File: src/rtl/pt_pkg.sv
package pt_pkg;
   typedef enum logic [1:0] {
      REG_COUNT  = 2'd0,
      REG_PERIOD = 2'd1,
      REG_CTRL   = 2'd2,
      REG_SPARE  = 2'd3
   } pt_reg_e;
endpackage

File: src/rtl/pt_phase.sv
// Divides the system clock by 2**DIV_W and emits one tick per instruction cycle.
module pt_phase #(
   parameter int DIV_W = 2
) (
   input  logic clk,
   input  logic rst_n,
   output logic tick
);
   if (DIV_W < 1) begin : g_bad_div
      $error("pt_phase: DIV_W must be at least 1");
   end

   logic [DIV_W-1:0] ph_q;

   always_ff @(posedge clk) begin
      if (!rst_n) ph_q <= '0;
      else        ph_q <= ph_q + 1'b1;
   end

   assign tick = &ph_q;
endmodule

File: src/rtl/pt_prescale.sv
// Ratio 2**(STEP*code); codes above MAX_CODE saturate at MAX_CODE.
module pt_prescale #(
   parameter int SEL_W    = 2,
   parameter int STEP     = 2,
   parameter int MAX_CODE = 2
) (
   input  logic             clk,
   input  logic             rst_n,
   input  logic             step,
   input  logic             clr,
   input  logic [SEL_W-1:0] sel,
   output logic             evt
);
   localparam int CW = STEP * MAX_CODE;

   if (CW < 1 || CW > 16) begin : g_bad_width
      $error("pt_prescale: STEP*MAX_CODE must lie in 1..16");
   end

   logic [CW-1:0] cnt_q;
   logic [CW-1:0] term;

   always_comb begin
      int code;
      code = (int'(sel) > MAX_CODE) ? MAX_CODE : int'(sel);
      term = CW'((32'd1 << (STEP * code)) - 32'd1);
   end

   assign evt = step && !clr && (cnt_q == term);

   always_ff @(posedge clk) begin
      if (!rst_n || clr)  cnt_q <= '0;
      else if (step)      cnt_q <= (cnt_q == term) ? '0 : cnt_q + 1'b1;
   end
endmodule

File: src/rtl/pt_postscale.sv
// Counts matches; ovf on the (sel+1)-th one.
module pt_postscale #(
   parameter int W = 4
) (
   input  logic         clk,
   input  logic         rst_n,
   input  logic         match,
   input  logic         clr,
   input  logic [W-1:0] sel,
   output logic         ovf
);
   if (W < 1) begin : g_bad_w
      $error("pt_postscale: W must be at least 1");
   end

   logic [W-1:0] cnt_q;

   assign ovf = match && !clr && (cnt_q == sel);

   always_ff @(posedge clk) begin
      if (!rst_n || clr) cnt_q <= '0;
      else if (match)    cnt_q <= (cnt_q == sel) ? '0 : cnt_q + 1'b1;
   end
endmodule

File: src/rtl/period_timer.sv
module period_timer #(
   parameter int CNT_W      = 8,
   parameter int DIV_W      = 2,
   parameter int PRE_SEL_W  = 2,
   parameter int PRE_STEP   = 2,
   parameter int PRE_MAXC   = 2,
   parameter int POST_W     = 4
) (
   input  logic             clk,
   input  logic             rst_n,
   input  logic             sleep,
   input  logic             wr_en,
   input  logic [1:0]       addr,
   input  logic [CNT_W-1:0] wr_data,
   output logic [CNT_W-1:0] rd_data,
   input  logic             flag_clr,
   output logic             match_pulse,
   output logic             irq_flag
);
   import pt_pkg::*;

   localparam int RUN_BIT  = PRE_SEL_W;
   localparam int POST_LSB = PRE_SEL_W + 1;
   localparam int CTL_W    = POST_LSB + POST_W;
   localparam int PAD_W    = CNT_W - CTL_W;

   if (CTL_W >= CNT_W) begin : g_bad_ctl
      $error("period_timer: control fields must leave a spare top bit");
   end

   logic [CNT_W-1:0] cnt_q, per_q;
   logic [CTL_W-1:0] ctl_q;
   logic             flag_q, match_q;

   logic wr_cnt, wr_per, wr_ctl, scaler_clr;
   logic tick, inc, at_per, match_evt, post_ovf;

   assign wr_cnt     = wr_en && (pt_reg_e'(addr) == REG_COUNT);
   assign wr_per     = wr_en && (pt_reg_e'(addr) == REG_PERIOD);
   assign wr_ctl     = wr_en && (pt_reg_e'(addr) == REG_CTRL);
   assign scaler_clr = wr_cnt || wr_ctl;

   pt_phase #(.DIV_W(DIV_W)) u_phase (
      .clk  (clk),
      .rst_n(rst_n),
      .tick (tick)
   );

   pt_prescale #(
      .SEL_W   (PRE_SEL_W),
      .STEP    (PRE_STEP),
      .MAX_CODE(PRE_MAXC)
   ) u_pre (
      .clk  (clk),
      .rst_n(rst_n),
      .step (tick && ctl_q[RUN_BIT] && !sleep),
      .clr  (scaler_clr),
      .sel  (ctl_q[PRE_SEL_W-1:0]),
      .evt  (inc)
   );

   assign at_per    = (cnt_q == per_q);
   assign match_evt = inc && at_per && !wr_cnt;

   pt_postscale #(.W(POST_W)) u_post (
      .clk  (clk),
      .rst_n(rst_n),
      .match(match_evt),
      .clr  (scaler_clr),
      .sel  (ctl_q[POST_LSB +: POST_W]),
      .ovf  (post_ovf)
   );

   always_ff @(posedge clk) begin
      if (!rst_n) begin
         cnt_q   <= '0;
         per_q   <= '1;
         ctl_q   <= '0;
         flag_q  <= 1'b0;
         match_q <= 1'b0;
      end else begin
         if (wr_cnt)   cnt_q <= wr_data;
         else if (inc) cnt_q <= at_per ? '0 : cnt_q + 1'b1;
         if (wr_per)   per_q <= wr_data;
         if (wr_ctl)   ctl_q <= wr_data[CTL_W-1:0];
         if (post_ovf)      flag_q <= 1'b1;
         else if (flag_clr) flag_q <= 1'b0;
         match_q <= match_evt;
      end
   end

   always_comb begin
      case (pt_reg_e'(addr))
         REG_COUNT:  rd_data = cnt_q;
         REG_PERIOD: rd_data = per_q;
         REG_CTRL:   rd_data = {{PAD_W{1'b0}}, ctl_q};
         default:    rd_data = '0;
      endcase
   end

   assign match_pulse = match_q;
   assign irq_flag    = flag_q;
endmodule

File: config.mk
export PLATFORM = sky130hd
export DESIGN_NAME = period_timer
export DESIGN_NICKNAME = d
export VERILOG_FILES = /design/src/rtl/pt_pkg.sv /design/src/rtl/pt_phase.sv /design/src/rtl/pt_prescale.sv /design/src/rtl/pt_postscale.sv /design/src/rtl/period_timer.sv
export SDC_FILE = /design/constraint.sdc
export NUM_CORES = 1
export LEC_CHECK = 0
export BUFFER_PORTS_ARGS = -buffer_cell sky130_fd_sc_hd__buf_2
export CAP_MARGIN = 5
export CORE_MARGIN = 3
export CORE_UTILIZATION = 40
export DETAILED_ROUTE_END_ITERATION = 12
export GPL_ROUTABILITY_DRIVEN = 0
export HOLD_SLACK_MARGIN = 0.06
export PLACE_DENSITY = 0.55
export SETUP_SLACK_MARGIN = 0.02
export SKIP_LAST_GASP = 1
export SLEW_MARGIN = 20
export SYNTH_ARGS = -nofsm -noshare
export SYNTH_HDL_FRONTEND = slang
export SYNTH_SLANG_ARGS = --single-unit
File: constraint.sdc
create_clock -name clk -period 2.56 [get_ports clk]
set_clock_uncertainty 0.05 [all_clocks]
set_input_delay 0.512 -clock clk [delete_from_list [all_inputs] [get_ports clk]]
set_output_delay 0.512 -clock clk [all_outputs]
set_load 0.02 [all_outputs]
==> run_results.csv <==
group,metric,value,unit
run_status,status,"finished clean",
synth,yosys_warnings,0,
sta,setup_viol,0,
cells_and_area,fillers,485,
routing,drt_iter0_drc,96,
floorplan,die_area,5730,µm²
clock_network,path_clk_slew,0.07,ns
synth,syn_nets,259,
setup_path,timing.rr.start,"u_pre.cnt_q[2]",
setup_path,cp_data_arrival_time,2.39,ns
routing,vias,1842,
floorplan,rows,24,
floorplan,core_area,4530,µm²
clock_network,clock_path_buffers,2,
setup_path,crit_fanout,6,
cells_and_area,syn_to_final_growth,16.0,%
routing,wire_per_inst,15.7,µm
global_route,antenna_found_initial,0,
clock_network,cts_made_buffers,5,
routing,via_per_inst,5.51,
cells_and_area,final_common_cell,"nand2_1",
global_route,grt_pass1_wl,8930,µm
cells_and_area,drive_gt1_share,17.8,%
sta,slew_headroom,52.6,%
clock_network,cts_setup_buffers,0,
worst_hold_path,hold_path_class,"reg2reg",
synth,yosys.cell_types.count,45,
synth,synth-seq-cells,35,
sta,hold_violations,0,
clock_network,cts_tree,"yes",
synth,synth.avg_cell_area,8.10,µm²
routing,drt_wl_total,5240,µm
setup_path,rr_worst_depth,5,
synth,syn_inst,240,
floorplan,start_util,42.9,%
floorplan,ioPinCount,25,
sta,min_period_over_period,87.5,%
setup_path,rr_endpoint,"u_post.cnt_q[2]",
synth,syn_area,1940,µm²
synth,yosysSeqAreaShare,36.0,%
floorplan,fp.dieH,75.7,µm
flow_run,max_cap_viol_count,0,
routing,drc,0,
place,dp_hpwl,3910,µm
cells_and_area,n_antenna_cell,0,
sta,fin_setup_tns,0,ns
cells_and_area,layout.cells.non_filler,334,
place,dpl.cell_count,327,
global_route,grt_max_degree,17,
setup_path,endpoint_kind,"flop",
synth,synth_flop_cell,"dfxtp_1",
clock_network,post_cts_resized,0,
sta,layout_min_cycle_time,2.24,ns
power,p_leak,0.907,nW
clock_network,cts_hold_buf,0,
global_route,grt_pass1_vias,1829,
routing,first_pass_iters,4,
routing,ant_nets,0,
sta,clock.fmax,0.446,GHz
power,p_per_area,500,nW/µm²
clock_network,cts_root_buf,"clkbuf_8",
clock_network,cts_sinks,35,
synth,synth_edf_count,0,
sta,tightest_slew,0.704,ns
clock_network,htreeDepth,2,
setup_path,required,2.71,ns
sta,slew_viol_final,0,
setup_path,crit_type,"reg2reg",
power,ir_worst_vdd,0.353,mV
setup_path,cp-start-kind,"flop",
power,total_power,1.13,mW
setup_path,reg2reg_setup_slack,0.32,ns
global_route,grtUsageTotal,20.6,%
sta,rsz0062_at_grt,"false",
cells_and_area,fin_nets,288,
place,portBuffers,24,
clock_network,clock_latency,0.28,ns
sta,hold_slack,0.374,ns
place,dpl-instance-area,2170,µm²
synth,async_flop_share,0,%
setup_path,cp-startpoint,"u_pre.cnt_q[2]",
global_route,grt-ovfl-total,0,
cells_and_area,mostFrequentLayoutCells,"50 x nand2_1, 35 x dfxtp_1, 24 x buf_2",
setup_path,crit_end,"u_post.cnt_q[2]",
cells_and_area,fin_area,2250,µm²
floorplan,die_x,75.7,µm
-- cell usage after synthesis, drive strengths merged (3+ instances only) --
| cell type | instances | area [µm²] |
|---|---|---|
| nand2 | 50 | 188 |
| dfxtp | 35 | 701 |
| nand3 | 22 | 110 |
| a21oi | 18 | 90.1 |
| xor2 | 16 | 140 |
| mux2i | 8 | 80.1 |
| nor2 | 8 | 30.0 |
| o211ai | 8 | 65.1 |
| o21ai | 8 | 40.0 |
| clkbuf | 7 | 26.3 |
| nor4 | 7 | 56.3 |
| a31oi | 6 | 37.5 |
| ha | 4 | 50.1 |
| nor3 | 4 | 20.0 |
| buf | 3 | 12.5 |
| nand4b | 3 | 26.3 |
| or3 | 3 | 20.0 |
-- how the worst min path moves through the flow --
stage / end / cells after the start / startpoint / slack [ns]
CTS: u_phase.ph_q[0] / 1 / u_phase.ph_q[0] / 0.38
global route: u_phase.ph_q[0] / 1 / u_phase.ph_q[0] / 0.41
detailed placement: u_phase.ph_q[0] / 1 / u_phase.ph_q[0] / 0.37
global placement: u_phase.ph_q[0] / 1 / u_phase.ph_q[0] / 0.37
floorplan: u_phase.ph_q[0] / 1 / u_phase.ph_q[0] / 0.35
finish: u_phase.ph_q[0] / 1 / u_phase.ph_q[0] / 0.37
-- critical path: stages (launching register included) --
cell and delay, ns:
dfxtp_1 0.35, or4b_4 0.57, a2111oi_4 0.38, o211ai_2 0.16
or4b_1 0.49, a21oi_1 0.16
-- metrics by stage --
step           worst slack, ns  utilization [%]
2_1_floorplan            0.450                -
3_3_place_gp             0.331             47.8
3_5_place_dp             0.274             47.8
4_1_cts                  0.309             49.7
5_1_grt                  0.222             49.7
6_report                 0.320             49.7
-- registers in the layout, summed over array words and instances, names as in the netlist --
name	cells
u_post.cnt_q	4
ctl_q	7
per_q	8
irq_flag	1
u_pre.cnt_q	4
cnt_q	8
match_pulse	1
u_phase.ph_q	2
-- power by group --
group	internal (mW)	leakage [nW]	total, mW	switching, mW
Combinational	0.0552	0.575	0.143	0.0882
Clock	0.211	0.0470	0.405	0.194
Sequential	0.562	0.285	0.580	0.0179
Total	0.828	0.907	1.13	0.300
-- kinds of logic after synthesis --
| family | after synthesis | synth area share [%] |
|---|---|---|
| mux | 8 | 4.12 |
| xor+xnor | 16 | 7.21 |
| compound gates | 49 | 17.1 |
| flops | 35 | 36.0 |
| buf+inv | 12 | 2.38 |
| fa+ha+maj | 4 | 2.57 |
| simple gates | 116 | 30.6 |
-- cell type report --
type                            count  area, µm²  share of cell area (%)
Clock buffer                        6       82.6                    3.66
Sequential cell                    35        701                    31.1
Inverter                            2       7.51                   0.333
Multi-Input combinational cell    193       1200                    53.1
Clock inverter                      1       5.00                   0.222
Timing Repair Buffer               32        180                    7.99
Tap cell                           65       81.3                    3.61
-- per-layer routing --
layer | global-route usage, % | wire length (µm) | vias up
li1 | - | - | 925
met1 | 29.5 | 2580 | 864
met2 | 31.0 | 2330 | 49
met3 | 4.09 | 287 | 4
met4 | 6.41 | 42 | 0
met5 | 0 | 0 | -
Power figures use the tool's default switching activity.
